===== src/rtl/uart_addr_rx.sv =====
module uart_addr_rx #(
  parameter int DEPTH = 4,
  parameter int OSR   = 16
) (
  input  logic       clk,
  input  logic       rst_n,
  input  logic       tick16,
  input  logic       rxd,
  input  logic       nine_bit,
  input  logic [1:0] par_mode,
  input  logic       two_stop,
  input  logic       addr_en,
  input  logic       rd,
  input  logic       err_clr,
  output logic       rvalid,
  output logic [8:0] rdata,
  output logic       rperr,
  output logic       rferr,
  output logic       overrun,
  output logic       err,
  output logic       brk,
  output logic       rts
);
  localparam int AW  = $clog2(DEPTH);
  localparam int CW  = $clog2(OSR);
  localparam logic [CW-1:0] MID  = CW'(OSR / 2 - 2);
  localparam logic [CW-1:0] LAST = CW'(OSR - 1);

  typedef enum logic [2:0] {S_IDLE, S_START, S_DATA, S_PAR, S_STOP1, S_STOP2} st_t;

  st_t st;
  logic [1:0]    sync;
  logic [CW-1:0] sc;
  logic [3:0]    bi;
  logic [8:0]    sh;
  logic          pb, fe, zero, hi_seen;

  wire rx      = sync[1];
  wire at_mid  = tick16 && (sc == LAST);
  wire use_par = !nine_bit && (par_mode == 2'd1 || par_mode == 2'd2);
  wire [3:0] nb_last = nine_bit ? 4'd8 : 4'd7;

  wire [8:0] word   = nine_bit ? sh : {1'b0, sh[8:1]};
  wire       psum   = ^word[7:0] ^ pb;
  wire       perr_n = use_par && ((par_mode == 2'd1) ? psum : !psum);
  wire       done   = at_mid && ((st == S_STOP1 && !two_stop) || st == S_STOP2);
  wire       brk_n  = zero && !rx;
  wire       fe_n   = (st == S_STOP1) ? !rx : fe;
  wire       keep   = !(addr_en && nine_bit && !word[8]);

  logic [10:0] mem [DEPTH];
  logic [AW:0] wp, rp;
  wire  [AW:0] fcnt = wp - rp;
  wire         full = (fcnt == (AW+1)'(DEPTH));
  wire         take = done && !brk_n && keep;
  wire         push = take && !full;
  wire         ovf  = take && full;
  wire         pop  = rd && rvalid;

  always_ff @(posedge clk or negedge rst_n) begin
    if (!rst_n) begin
      sync <= 2'b11; st <= S_IDLE; sc <= '0; bi <= '0; sh <= '0;
      pb <= 1'b0; fe <= 1'b0; zero <= 1'b0; hi_seen <= 1'b0; brk <= 1'b0;
    end else begin
      sync <= {sync[0], rxd};
      brk  <= 1'b0;
      if (st == S_IDLE && rx) hi_seen <= 1'b1;
      if (tick16) begin
        case (st)
          S_IDLE: if (!rx && hi_seen) begin
            st <= S_START; sc <= '0; hi_seen <= 1'b0;
          end
          S_START: if (sc == MID) begin
            sc <= '0;
            if (!rx) begin
              st <= S_DATA; bi <= '0; sh <= '0; zero <= 1'b1; fe <= 1'b0;
            end else st <= S_IDLE;
          end else sc <= sc + 1'b1;
          S_DATA: if (sc == LAST) begin
            sc <= '0; sh <= {rx, sh[8:1]}; zero <= zero && !rx; bi <= bi + 1'b1;
            if (bi == nb_last) st <= use_par ? S_PAR : S_STOP1;
          end else sc <= sc + 1'b1;
          S_PAR: if (sc == LAST) begin
            sc <= '0; pb <= rx; zero <= zero && !rx; st <= S_STOP1;
          end else sc <= sc + 1'b1;
          S_STOP1: if (sc == LAST) begin
            sc <= '0; fe <= !rx; zero <= zero && !rx;
            if (two_stop) st <= S_STOP2;
            else begin st <= S_IDLE; brk <= brk_n; end
          end else sc <= sc + 1'b1;
          S_STOP2: if (sc == LAST) begin
            sc <= '0; st <= S_IDLE; brk <= brk_n;
          end else sc <= sc + 1'b1;
          default: st <= S_IDLE;
        endcase
      end
    end
  end

  always_ff @(posedge clk) if (push) mem[wp[AW-1:0]] <= {fe_n, perr_n, word};

  always_ff @(posedge clk or negedge rst_n) begin
    if (!rst_n) begin
      wp <= '0; rp <= '0; overrun <= 1'b0; err <= 1'b0;
    end else begin
      if (push) wp <= wp + 1'b1;
      if (pop)  rp <= rp + 1'b1;
      if (ovf) overrun <= 1'b1;
      else if (err_clr) overrun <= 1'b0;
      if (ovf || (push && (fe_n || perr_n))) err <= 1'b1;
      else if (err_clr) err <= 1'b0;
    end
  end

  assign rvalid = (fcnt != '0);
  assign rts    = !full;
  assign {rferr, rperr, rdata} = mem[rp[AW-1:0]];
endmodule



===== config.mk =====
export PLATFORM = sky130hd
export DESIGN_NAME = uart_addr_rx
export DESIGN_NICKNAME = d
export VERILOG_FILES = /design/src/rtl/uart_addr_rx.sv
export SDC_FILE = /design/constraint.sdc
export NUM_CORES = 1
export LEC_CHECK = 0
export BUFFER_PORTS_ARGS = -buffer_cell sky130_fd_sc_hd__buf_2
export CAP_MARGIN = 0
export CELL_PAD_IN_SITES_DETAIL_PLACEMENT = 1
export CELL_PAD_IN_SITES_GLOBAL_PLACEMENT = 2
export CORE_MARGIN = 2
export CORE_UTILIZATION = 37
export DETAILED_ROUTE_END_ITERATION = 8
export PLACE_DENSITY = 0.7
export SETUP_SLACK_MARGIN = 0.05
export SLEW_MARGIN = 15
export SYNTH_ARGS = -nofsm -noshare
export SYNTH_HDL_FRONTEND = slang
export SYNTH_SLANG_ARGS = --single-unit

===== constraint.sdc =====
create_clock -name clk -period 5.5 [get_ports clk]
set_clock_uncertainty 0.05 [all_clocks]
set_input_delay 0.55 -clock clk [delete_from_list [all_inputs] [get_ports clk]]
set_output_delay 0.55 -clock clk [all_outputs]
set_load 0.005 [all_outputs]

Word level (Yosys, flattened, before mapping)
Memory sizes are Yosys's and may differ from the RTL's.
Index checks and enable logic that the tools add are counted.
{"block": "word_totals", "ramBits": 44, "memories": 1, "out_inout_bits": 16, "ff_bits": 35}
{"memory": "mem", "depth": 4, "width": 11, "read_ports": 1, "rd_clocked_by_memory_dff": 0, "wr": 1, "line_no": "51", "source": "logic [10:0] mem [DEPTH];"}
{"block": "classes", "reduce_logical": 45, "bitwise": 1, "eq_ne": 20, "n_mux": 49, "addsub": 5}
{"operator": "two-way mux 9 bit", "count": 4}
{"operator": "two-way mux 4 bit", "count": 7}
{"operator": "two-way mux 3 bit", "count": 9}
{"operator": "two-way mux 1 bit", "count": 21}
{"operator": "case mux 3 bit (6 select lines)", "count": 1}
{"operator": "case mux 9 bit (2 select lines)", "count": 1}
{"operator": "logical AND 1 bit", "count": 16}
{"operator": "AND reduction 5 bit", "count": 3}
{"operator": "!= test 2 bit, second input constant", "count": 7}
{"operator": "case mux 4 bit (3 select lines)", "count": 1}
{"operator": "nonzero test 2 bit", "count": 5}
{"operator": "== test 3 bit, second input constant", "count": 3}
{"operator": "adder 4 x 1 -> 4 bit, second input constant", "count": 2}
{"operator": "zero test 1 bit", "count": 8}
{"operator": "case mux 4 bit (2 select lines)", "count": 1}
{"operator": "AND reduction 8 bit", "count": 1}
{"operator": "parity 8 bit", "count": 1}
{"operator": "adder 3 x 1 -> 3 bit, second input constant", "count": 2}
{"operator": "== test 3 x 2 -> 1 bit, second input constant", "count": 2}
{"operator": "case mux 1 bit (2 select lines)", "count": 3}
{"operator": "AND reduction 3 bit", "count": 2}
{"operator": "nonzero test 3 bit", "count": 2}
{"operator": "== test 4 x 3 -> 1 bit, second input constant", "count": 1}
{"operator": "== test 4 bit", "count": 1}
{"operator": "other kinds (12)", "count": 16}

Logic depth before layout (Yosys ltp)
Gate-level depths: netlist of the first run.
{"block": "depth", "ltp_word": 10, "ltp_mapped": 8}

Worst setup path before layout of the first run
No wires, ideal clock.
{"block": "synth_timing", "kind": "flip-flop to flip-flop", "from": "reg rp[1]", "to": "mem mem[0][0], enable pin", "path_stages_with_launch": 8, "setup_slack_ns": 3.099, "arrival_time_ns": 2.002, "setup_time_ns": 0.349, "path_buffers": 1, "path_cell_list": "dfrtp_1 -> clkbuf_1 -> inv_1 -> ha_1 -> nor2b_1 -> xnor2_1 -> a311oi_4 -> and2_1"}
{"block": "synth_via", "elab_chain_len": 6}
{"item": "from (decl)", "line_no": "52", "source": "logic [AW:0] wp, rp;"}
{"item": "from (signal assigned)", "line_no": "107", "source": "if (pop) rp <= rp + 1'b1;"}
{"item": "subtractor 3 bit", "line_no": "53", "source": "wire [AW:0] fcnt = wp - rp;"}
{"item": "== test 3 bit", "line_no": "54", "source": "wire full = (fcnt == (AW+1)'(DEPTH));"}
{"item": "zero test 1 bit", "line_no": "56", "source": "wire push = take && !full;"}
{"item": "logical AND 1 bit", "line_no": "56"}
{"item": "two-way mux 1 bit", "line_no": "100", "source": "always_ff @(posedge clk) if (push) mem[wp[AW-1:0]] <= {fe_n, perr_n, word};"}
{"item": "two-way mux 1 bit (not written as such)", "line_no": "100"}
{"item": "to (decl)", "line_no": "51"}
No other way between the ends.

Worst setup path after layout of the first run
{"block": "layout_timing", "from": "reg rp[0]", "to": "out rts"}
{"block": "layout_via", "elab_chain_len": 3}
{"item": "subtractor 3 bit", "line_no": "53"}
{"item": "== test 3 bit", "line_no": "54"}
{"item": "zero test 1 bit", "line_no": "116", "source": "assign rts = !full;"}
{"item": "to (decl)", "line_no": "22", "source": "output logic rts"}
No other way between the ends.

==> impl_metrics.env, run 1 <==
export IMPL_cp_required_ps=4900
export IMPL_syn_area_per_cell_um2=14.2
export IMPL_routed_wl_met2_mm=3.53
export IMPL_layout_cells_most_common="edfxtp_1"
export IMPL_crit_chain="ha_1, nor2b_1, xnor2_1, nor2b_1, inv_1, buf_2"
export IMPL_mostFrequentLayoutCells="44 x edfxtp_1, 33 x dfrtp_1, 26 x buf_2"
export IMPL_clkTransAtPathRegs_ps=90
export IMPL_wl_met3_um=233
export IMPL_syn_inst=261
export IMPL_yosys_area_top_type_share=0.356
export IMPL_min_period_over_period=0.528
export IMPL_wl_mm=7.44
export IMPL_synth_seq_cells=79
export IMPL_clockBufferDepth=2
export IMPL_drive_above_1_share=0.271
export IMPL_critPathMostFrequentCell="nor2b_1"
export IMPL_antenna_found_initial=0
export IMPL_cp_max_fo=14
export IMPL_drt_pre_antenna_iters=4
export IMPL_die_area_mm2=0.0109
export IMPL_cpMaxStageDelayCell="dfrtp_1"
export IMPL_ys_warn_count=0
export IMPL_synth_fp_nets=283
export IMPL_cts_buffers=9
export IMPL_maxUsedRoutingLayer="met4"
export IMPL_start_util=0.380
export IMPL_cts_hold_buf=0
export IMPL_final_core_util=0.424
export IMPL_fp_coreArea_mm2=0.00977
export IMPL_wl_met1_mm=3.55
export IMPL_endpoint_kind="output port"
export IMPL_drtIter0Drc=62
export IMPL_yosys_top_cells_area="edfxtp_1 36%, dfrtp_1 22%, mux4_2 6.7%"
export IMPL_start_kind="flip-flop"
export IMPL_finalSetupTns_ps=0
export IMPL_r2r_slack_ps=2640
export IMPL_post_cts_buffers=0
export IMPL_grt_first_pass_wirelength_mm=12.4
export IMPL_grt_max_degree=36
export IMPL_setup_violations=0
export IMPL_gp_congestion=0.803
export IMPL_status="complete, no violations"
export IMPL_n_antenna_cell=0
export IMPL_routedWlPerCell_um=17.5
export IMPL_area_growth_pct=11.7
export IMPL_root_buffer="clkbuf_8"
export IMPL_drc_errors=0
export IMPL_vias=2158
export IMPL_yosysTopAreaCell="edfxtp_1"
export IMPL_slew_headroom=0.458
export IMPL_dieWidth_um=104
export IMPL_clkLatencyLatePin_ps=360
export IMPL_drv_slew=0
export IMPL_post_dp_hpwl_mm=5.27
export IMPL_io_buffers=26
export IMPL_cts_tree="yes"
export IMPL_critical_path_max_stage_delay_ps=870
export IMPL_hold_class="in2async"
export IMPL_grt_usage=0.150
export IMPL_clock_sinks=79
export IMPL_row_count=36
export IMPL_hold_viol=0
export IMPL_worst_slew_pin_slew_ps=813
export IMPL_grt_setup_unrepaired="false"
export IMPL_p_leak_nw=1.63
export IMPL_grt_overflow=0
export IMPL_crit_arrival_ps=2310
export IMPL_htree_levels=3
export IMPL_fmax_ghz=0.344
export IMPL_synth_cell_types=46
export IMPL_fillCellCount=1032
export IMPL_yosysSeqAreaShare=0.592
export IMPL_vias_per_cell=5.08
export IMPL_ir_worst_vdd_v=0.000148
export IMPL_drv_cap=0
export IMPL_cts_resized=0
export IMPL_grt_pass1_vias=2337
export IMPL_critical_path_class="reg2out"
export IMPL_ios=27
export IMPL_netlist_area_mm2=0.00371
export IMPL_fin_crit_ps=2910
export IMPL_final_nets=309
export IMPL_die_h_um=104
export IMPL_p_per_area_mw_per_mm2=377
export IMPL_ant_nets=0
==> per-layer routing <==
metal | global-route usage | vias up
met1 | 0.202 | 1096
met2 | 0.231 | 30
met4 | 0.0666 | 0
met3 | 0.0357 | 9
li1 | - | 1023
met5 | 0 | -
==> stage by stage <==
stage | hold slack [ps] | instances | worst slack (ps) | area (um^2) | total power [mW]
after floorplan | 204 | 261 | 3100 | 3710 | 1.05
after global placement | 297 | 409 | 2660 | 3960 | 1.16
after detailed placement | 298 | 409 | 2560 | 3960 | 1.17
after CTS | 211 | 425 | 2510 | 4150 | 1.59
after global routing | 204 | 425 | 2340 | 4150 | 1.66
final | 224 | 425 | 2590 | 4150 | 1.56
==> critical path, delay by kind of cell (launching register included) <==
kind	cells	cell delay, ps
xor gates and xnor gates	1	230
adders and majority gates	1	270
buffers and inverters	2	200
DFF	1	870
and+or+nand+nor	2	380
==> worst paths after layout <==
kind / from / endpoint / cells after the start
setup / recovery: rp[0] / rts / 6
hold / removal: rst_n / sc[0] / 1
setup reg to reg: rp[0] / mem[1][4] / 5
hold reg to reg: sync[0] / sync[1] / 0
max in group asynchronous: rst_n / bi[3] / 1
min in group clk: rxd / sync[0] / 1
==> cells by family (layout without fill, tap and decap cells) <==
logic type,count (synthesis),count (layout),synth area share
xor gates and xnor gates,19,19,0.0468
and+or+nand+nor,61,61,0.0910
AOI/OAI and AO/OA,44,44,0.100
muxes,25,25,0.108
buffers and inverters,22,53,0.0246
DFF,79,79,0.592
adders and majority gates,11,11,0.0371
==> cells in the mapped netlist (all sizes together) <==
library cell and n:
nor2b 5, mux2i 3, o22ai 3, and2 7
or3b 1, inv 11, a22o 12, clkbuf 4
nand3 6, mux2 11, a21o 2, o31ai 1
nand2b 2, nor3b 2, a221o 1, buf 7
or2b 1, edfxtp 44, xnor2 15, dfstp 2
o2111ai 1, ha 11, a32oi 1, xor2 4
or3 1, nand3b 2, or2 3, nor3 6
nand2 16, o41ai 2, and4 1, nor2 8
a311o 1, a21oi 8, mux4 11, a311oi 1
o311ai 1, dfrtp 33, o21bai 1, o21ai 9
==> flip-flops by register name (all words and copies together) (netlist names), named ones only <==
| signal | flops |
|---|---|
| sync | 2 |
| err | 1 |
| sh | 9 |
| fe | 1 |
| overrun | 1 |
| wp | 3 |
| brk | 1 |
| rp | 3 |
| zero | 1 |
| bi | 4 |
| pb | 1 |
| mem | 44 |
| sc | 4 |
| st | 3 |
==> power by group <==
part	internal [mW]	switching [mW]	total [mW]
Clock	0.174	0.243	0.417
Sequential	0.662	0.111	0.773
Combinational	0.208	0.166	0.374
==> cell type report <==
| type | instances | area, um^2 | share of cell area |
|---|---|---|---|
| Timing Repair Buffer | 26 | 130 | 0.0314 |
| Sequential cell | 79 | 2200 | 0.530 |
| Inverter | 11 | 41.3 | 0.00995 |
| Multi-Input combinational cell | 160 | 1420 | 0.343 |
| Clock buffer | 9 | 124 | 0.0299 |
| Tap cell | 133 | 166 | 0.0401 |
| Clock inverter | 7 | 65.1 | 0.0157 |
Power figures use the tool's default switching activity.
==> run 2, diff against run 1 <==
--- a/config.mk
+++ b/config.mk
@@ -12,7 +12,7 @@
 export CORE_MARGIN = 2
 export CORE_UTILIZATION = 37
 export DETAILED_ROUTE_END_ITERATION = 8
-export PLACE_DENSITY = 0.7
+export PLACE_DENSITY = 0.72
 export SETUP_SLACK_MARGIN = 0.05
 export SLEW_MARGIN = 15
 export SYNTH_ARGS = -nofsm -noshare
==> constraint.sdc (replaced) <==
create_clock -name clk -period 2.5 [get_ports clk]
set_clock_uncertainty 0.05 [all_clocks]
set_input_delay 0.25 -clock clk [delete_from_list [all_inputs] [get_ports clk]]
set_output_delay 0.25 -clock clk [all_outputs]
set_load 0.005 [all_outputs]
==> impl_metrics.env, run 2 (synthesis results as in run 1) <==
export IMPL_post_dp_hpwl_mm=5.18
export IMPL_clockPowerShare=0.277
export IMPL_vias_per_cell=5.05
export IMPL_hp_start="err_clr"
export IMPL_cp_required_ps=2490
export IMPL_fmax_ghz=0.447
export IMPL_comb_power_share=0.279
export IMPL_drv_slew=0
export IMPL_ios=27
export IMPL_root_buffer="clkbuf_8"
export IMPL_drv_cap=0
export IMPL_swShare=0.321
export IMPL_slew_headroom=0.447
export IMPL_rr_endpoint="mem[2][0]"
export IMPL_drive_above_1_share=0.299
export IMPL_wl_mm=7.47
export IMPL_grt_overflow=0
export IMPL_htree_levels=3
export IMPL_status="complete, no violations"
export IMPL_multi_input_area_mm2=0.00143
export IMPL_hold_class="in2reg"
export IMPL_reg2reg_from="sc[0]"
export IMPL_endpoint_kind="flip-flop"
export IMPL_ant_nets=0
export IMPL_die_area_mm2=0.0109
export IMPL_start_kind="flip-flop"
export IMPL_grt_first_pass_wirelength_mm=12.7
export IMPL_cp_max_fo=11
export IMPL_crit_arrival_ps=2220
export IMPL_gp_congestion=0.752
export IMPL_worst_slew_pin_slew_ps=829
export IMPL_fin_crit_ps=2240
export IMPL_area_growth_pct=14.9
export IMPL_critical_path_class="reg2reg"
export IMPL_hold_depth=2
export IMPL_switching_power_mw=1.15
export IMPL_grt_setup_unrepaired="false"
export IMPL_p_leak_nw=1.71
export IMPL_fp_coreArea_mm2=0.00977
export IMPL_die_h_um=104
export IMPL_grt_max_degree=36
export IMPL_hold_viol=0
export IMPL_grt_usage=0.152
export IMPL_p_per_area_mw_per_mm2=840
export IMPL_io_buffers=26
export IMPL_grt_pass1_vias=2408
export IMPL_min_period_over_period=0.894
export IMPL_seqCellArea_mm2=0.00220
export IMPL_row_count=36
export IMPL_n_antenna_cell=0
export IMPL_r2r_slack_ps=260
export IMPL_mostFrequentLayoutCells="44 x edfxtp_1, 33 x dfrtp_1, 26 x buf_2"
export IMPL_holdPathEnd="overrun"
export IMPL_timing_hold_ws_ps=49.3
export IMPL_layout_cells_most_common="edfxtp_1"
export IMPL_power_frac_seq=0.443
export IMPL_drtIter0Drc=106
export IMPL_power_internal_mw=2.43
export IMPL_clkLatencyLatePin_ps=350
export IMPL_drt_pre_antenna_iters=4
export IMPL_clkTransAtPathRegs_ps=90
export IMPL_drc_errors=0
export IMPL_antenna_found_initial=0
export IMPL_largest_reg_flops=44
export IMPL_clock_sinks=79
export IMPL_routedWlPerCell_um=17.1
export IMPL_fillCellCount=1023
export IMPL_finalSetupTns_ps=0
export IMPL_cts_tree="yes"
export IMPL_start_util=0.380
export IMPL_post_cts_buffers=0
export IMPL_cts_buffers=9
export IMPL_clockBufferDepth=2
export IMPL_rr_worst_depth=5
export IMPL_vias=2206
export IMPL_ir_worst_vdd_v=0.000342
export IMPL_final_nets=321
export IMPL_setup_violations=0
export IMPL_dieWidth_um=104
## run 2: changes by cell type in the layout (fill, tap and decap cells not counted), sizes merged
cell | before | now
buf | 26 | 36
bufinv | 0 | 1
clkinv | 3 | 2
dlygate4sd3 | 0 | 2
## run 2: worst max-delay path, cell delays in order, from the launching register on
cell and delay (ps):
dfrtp_1 410, ha_1 250, and4_4 290, o2111ai_4 170, a311oi_4 370, and2_2 370
## run 2: worst max path at each step
stage                     startpoint          to  slack, ps  cells after the start
after floorplan                rp[1]   mem[0][0]        100                      7
after global routing           sc[0]   mem[2][0]         90                      5
after global placement         sc[0]   mem[2][3]        160                      5
final                          sc[0]   mem[2][0]        260                      5
after detailed placement       sc[0]   mem[2][3]         90                      5
after CTS                      sc[0]  mem[2][10]         50                      5
## run 2: area by class of cell
cell class | instances | share of cell area
clock inverter | 7 | 0.0188
inverter | 11 | 0.00967
timing repair buffer | 38 | 0.0528
clock buffer | 9 | 0.0290
multi-input combinational | 160 | 0.335
tap | 133 | 0.0390
sequential | 79 | 0.515
## run 2: through the flow
step	setup WS (ps)	area [um^2]	power, mW	util	cells
4_1_cts	50.8	4260	3.63	0.436	437
6_report	264	4270	3.59	0.437	437
3_3_place_gp	160	4040	2.61	0.413	419
3_5_place_dp	87.4	4040	2.64	0.413	419
5_1_grt	92.8	4270	3.80	0.437	437
2_1_floorplan	98.8	3710	2.31	-	261
## run 2: power by group through the flow
stage | sequential [mW] | combinational [mW] | clock (mW)
after detailed placement | 1.62 | 1.02 | 0
final | 1.59 | 1.00 | 0.994
after global routing | 1.61 | 1.13 | 1.07
after floorplan | 1.56 | 0.748 | 0
after global placement | 1.61 | 0.999 | 0
after CTS | 1.59 | 1.02 | 1.02
## run 2: timing repair
| action | 4_1_cts | 5_1_grt |
|---|---|---|
| hold buffers | 2 | 0 |
| gates resized for setup | 0 | 2 |
| hold endpoints to repair | 34 | 0 |
| endpoints found under the setup margin | 0 | 12 |
## run 2: per-layer routing
metal | global-route usage | vias up | part of all wire
met5 | 0 | - | 0
met4 | 0.0695 | 0 | 0.018
met3 | 0.0244 | 11 | 0.023
met2 | 0.265 | 23 | 0.53
met1 | 0.186 | 1128 | 0.43
li1 | - | 1044 | -
==> run 3, diff against run 2 <==
--- a/config.mk
+++ b/config.mk
@@ -12,6 +12,7 @@
 export CORE_MARGIN = 2
 export CORE_UTILIZATION = 37
 export DETAILED_ROUTE_END_ITERATION = 8
+export MAX_ROUTING_LAYER = met4
 export PLACE_DENSITY = 0.72
 export SETUP_SLACK_MARGIN = 0.05
 export SLEW_MARGIN = 15
==> impl_metrics.env, run 3 (synthesis results as in run 1) <==
export IMPL_vias=2213
export IMPL_fillCellCount=1023
export IMPL_cp_required_ps=2490
export IMPL_start_util=0.380
export IMPL_grt_first_pass_wirelength_mm=12.7
export IMPL_setup_violations=0
export IMPL_wl_met1_mm=3.22
export IMPL_post_cts_buffers=0
export IMPL_n_antenna_cell=0
export IMPL_htree_levels=3
export IMPL_seqCellArea_mm2=0.00220
export IMPL_drc_errors=0
export IMPL_critical_path_max_stage_delay_ps=410
export IMPL_routedWlPerCell_um=17.1
export IMPL_drv_cap=0
export IMPL_grt_usage=0.156
export IMPL_final_nets=321
export IMPL_cp_max_fo=11
export IMPL_row_count=36
export IMPL_clkLatencyLatePin_ps=360
export IMPL_endpoint_kind="flip-flop"
export IMPL_die_area_mm2=0.0109
export IMPL_fp_coreArea_mm2=0.00977
export IMPL_antenna_found_initial=0
export IMPL_cpMaxStageDelayCell="dfrtp_1"
export IMPL_fmax_ghz=0.447
export IMPL_wl_met3_um=218
export IMPL_p_per_area_mw_per_mm2=841
export IMPL_fin_ws_ps=264
export IMPL_grt_pass1_vias=2409
export IMPL_drtIter0Drc=98
export IMPL_r2r_slack_ps=260
export IMPL_maxUsedRoutingLayer="met4"
export IMPL_vias_per_cell=5.06
export IMPL_hold_class="in2reg"
export IMPL_post_dp_hpwl_mm=5.18
export IMPL_status="complete, no violations"
export IMPL_gp_congestion=0.761
export IMPL_cts_buffers=9
export IMPL_start_kind="flip-flop"
export IMPL_wl_mm=7.47
export IMPL_worst_slew_pin_slew_ps=835
export IMPL_ant_nets=0
export IMPL_finalSetupTns_ps=0
export IMPL_grt_max_degree=36
export IMPL_fin_crit_ps=2240
export IMPL_grt_setup_unrepaired="false"
export IMPL_slew_headroom=0.443
export IMPL_ir_worst_vdd_v=0.000344
export IMPL_hold_viol=0
export IMPL_cts_tree="yes"
export IMPL_dpl_worst_slack_ps=87.4
export IMPL_crit_chain="ha_1, and4_4, o2111ai_4, a311oi_4, and2_2"
export IMPL_crit_arrival_ps=2230
export IMPL_drive_above_1_share=0.299
export IMPL_critical_path_class="reg2reg"
export IMPL_clock_sinks=79
export IMPL_ios=27
export IMPL_root_buffer="clkbuf_8"
export IMPL_grt_overflow=0
export IMPL_routed_wl_met2_mm=3.90
export IMPL_io_buffers=26
export IMPL_largest_reg_flops=44
export IMPL_p_leak_nw=1.71
export IMPL_drv_slew=0
export IMPL_final_core_util=0.437
export IMPL_area_growth_pct=14.9
export IMPL_dieWidth_um=104
export IMPL_die_h_um=104
export IMPL_multi_input_area_mm2=0.00143
export IMPL_min_period_over_period=0.894
export IMPL_clockBufferDepth=2
export IMPL_layout_cells_most_common="edfxtp_1"
export IMPL_clkTransAtPathRegs_ps=90
export IMPL_mostFrequentLayoutCells="44 x edfxtp_1, 33 x dfrtp_1, 26 x buf_2"
export IMPL_drt_pre_antenna_iters=4
[run 3: cell counts in the layout (fill, tap and decap cells not counted)]
No cell type changed its count.
[run 3: per-layer routing]
layer / vias to the layer above / GRT usage
met3: 10 / 0.0244
met4: 0 / 0.0695
li1: 1046 / -
met1: 1124 / 0.184
met2: 33 / 0.266
met5: - / -
[run 3: power breakdown]
| part | internal, mW | switching [mW] | total [mW] | leakage, nW |
|---|---|---|---|---|
| Clock | 0.475 | 0.518 | 0.994 | 0.102 |
| Combinational | 0.501 | 0.503 | 1.00 | 0.743 |
| Sequential | 1.46 | 0.133 | 1.59 | 0.862 |
| Total | 2.43 | 1.15 | 3.59 | 1.71 |
[run 3: path summary, 6_finish.rpt]
kind,startpoint,endpoint,cells past startpoint
max,sc[0],mem[2][0],5
min,err_clr,overrun,2
max reg2reg,sc[0],mem[2][0],5
min reg2reg,sync[0],sync[1],0
max in group asynchronous,rst_n,wp[2],2
min in group asynchronous,rst_n,sh[3],2
[run 3: cell type report]
cell class,instances,area share
clock buffers,9,0.0290
flip-flops and latches,79,0.515
multi-input cells,160,0.335
clock inverters,7,0.0188
inverters,11,0.00967
repair buffers,38,0.0528
well taps,133,0.0390
[run 3: what timing repair did]
item	4_1_cts	5_1_grt
endpoints found under the setup margin	0	12
hold endpoints to repair	34	0
hold buffers	2	0
resized for setup	0	2
[run 3: stage by stage]
step           total power [mW]  hold WS [ps]  std cells  cell area, um^2
6_report                   3.59          45.9        437             4270
5_1_grt                    3.80          44.6        437             4270
4_1_cts                    3.63          31.9        437             4260
3_5_place_dp               2.64           307        419             4040
3_3_place_gp               2.61           296        419             4040
2_1_floorplan              2.31         -95.6        261             3710
[run 3: critical path, delay by kind of cell (launching register included)]
kind | cells | cell delay (ps)
AND/OR/NAND/NOR | 2 | 660
AO/OA/AOI/OAI | 2 | 540
flip-flops | 1 | 410
adder cells (fa/ha/maj) | 1 | 250
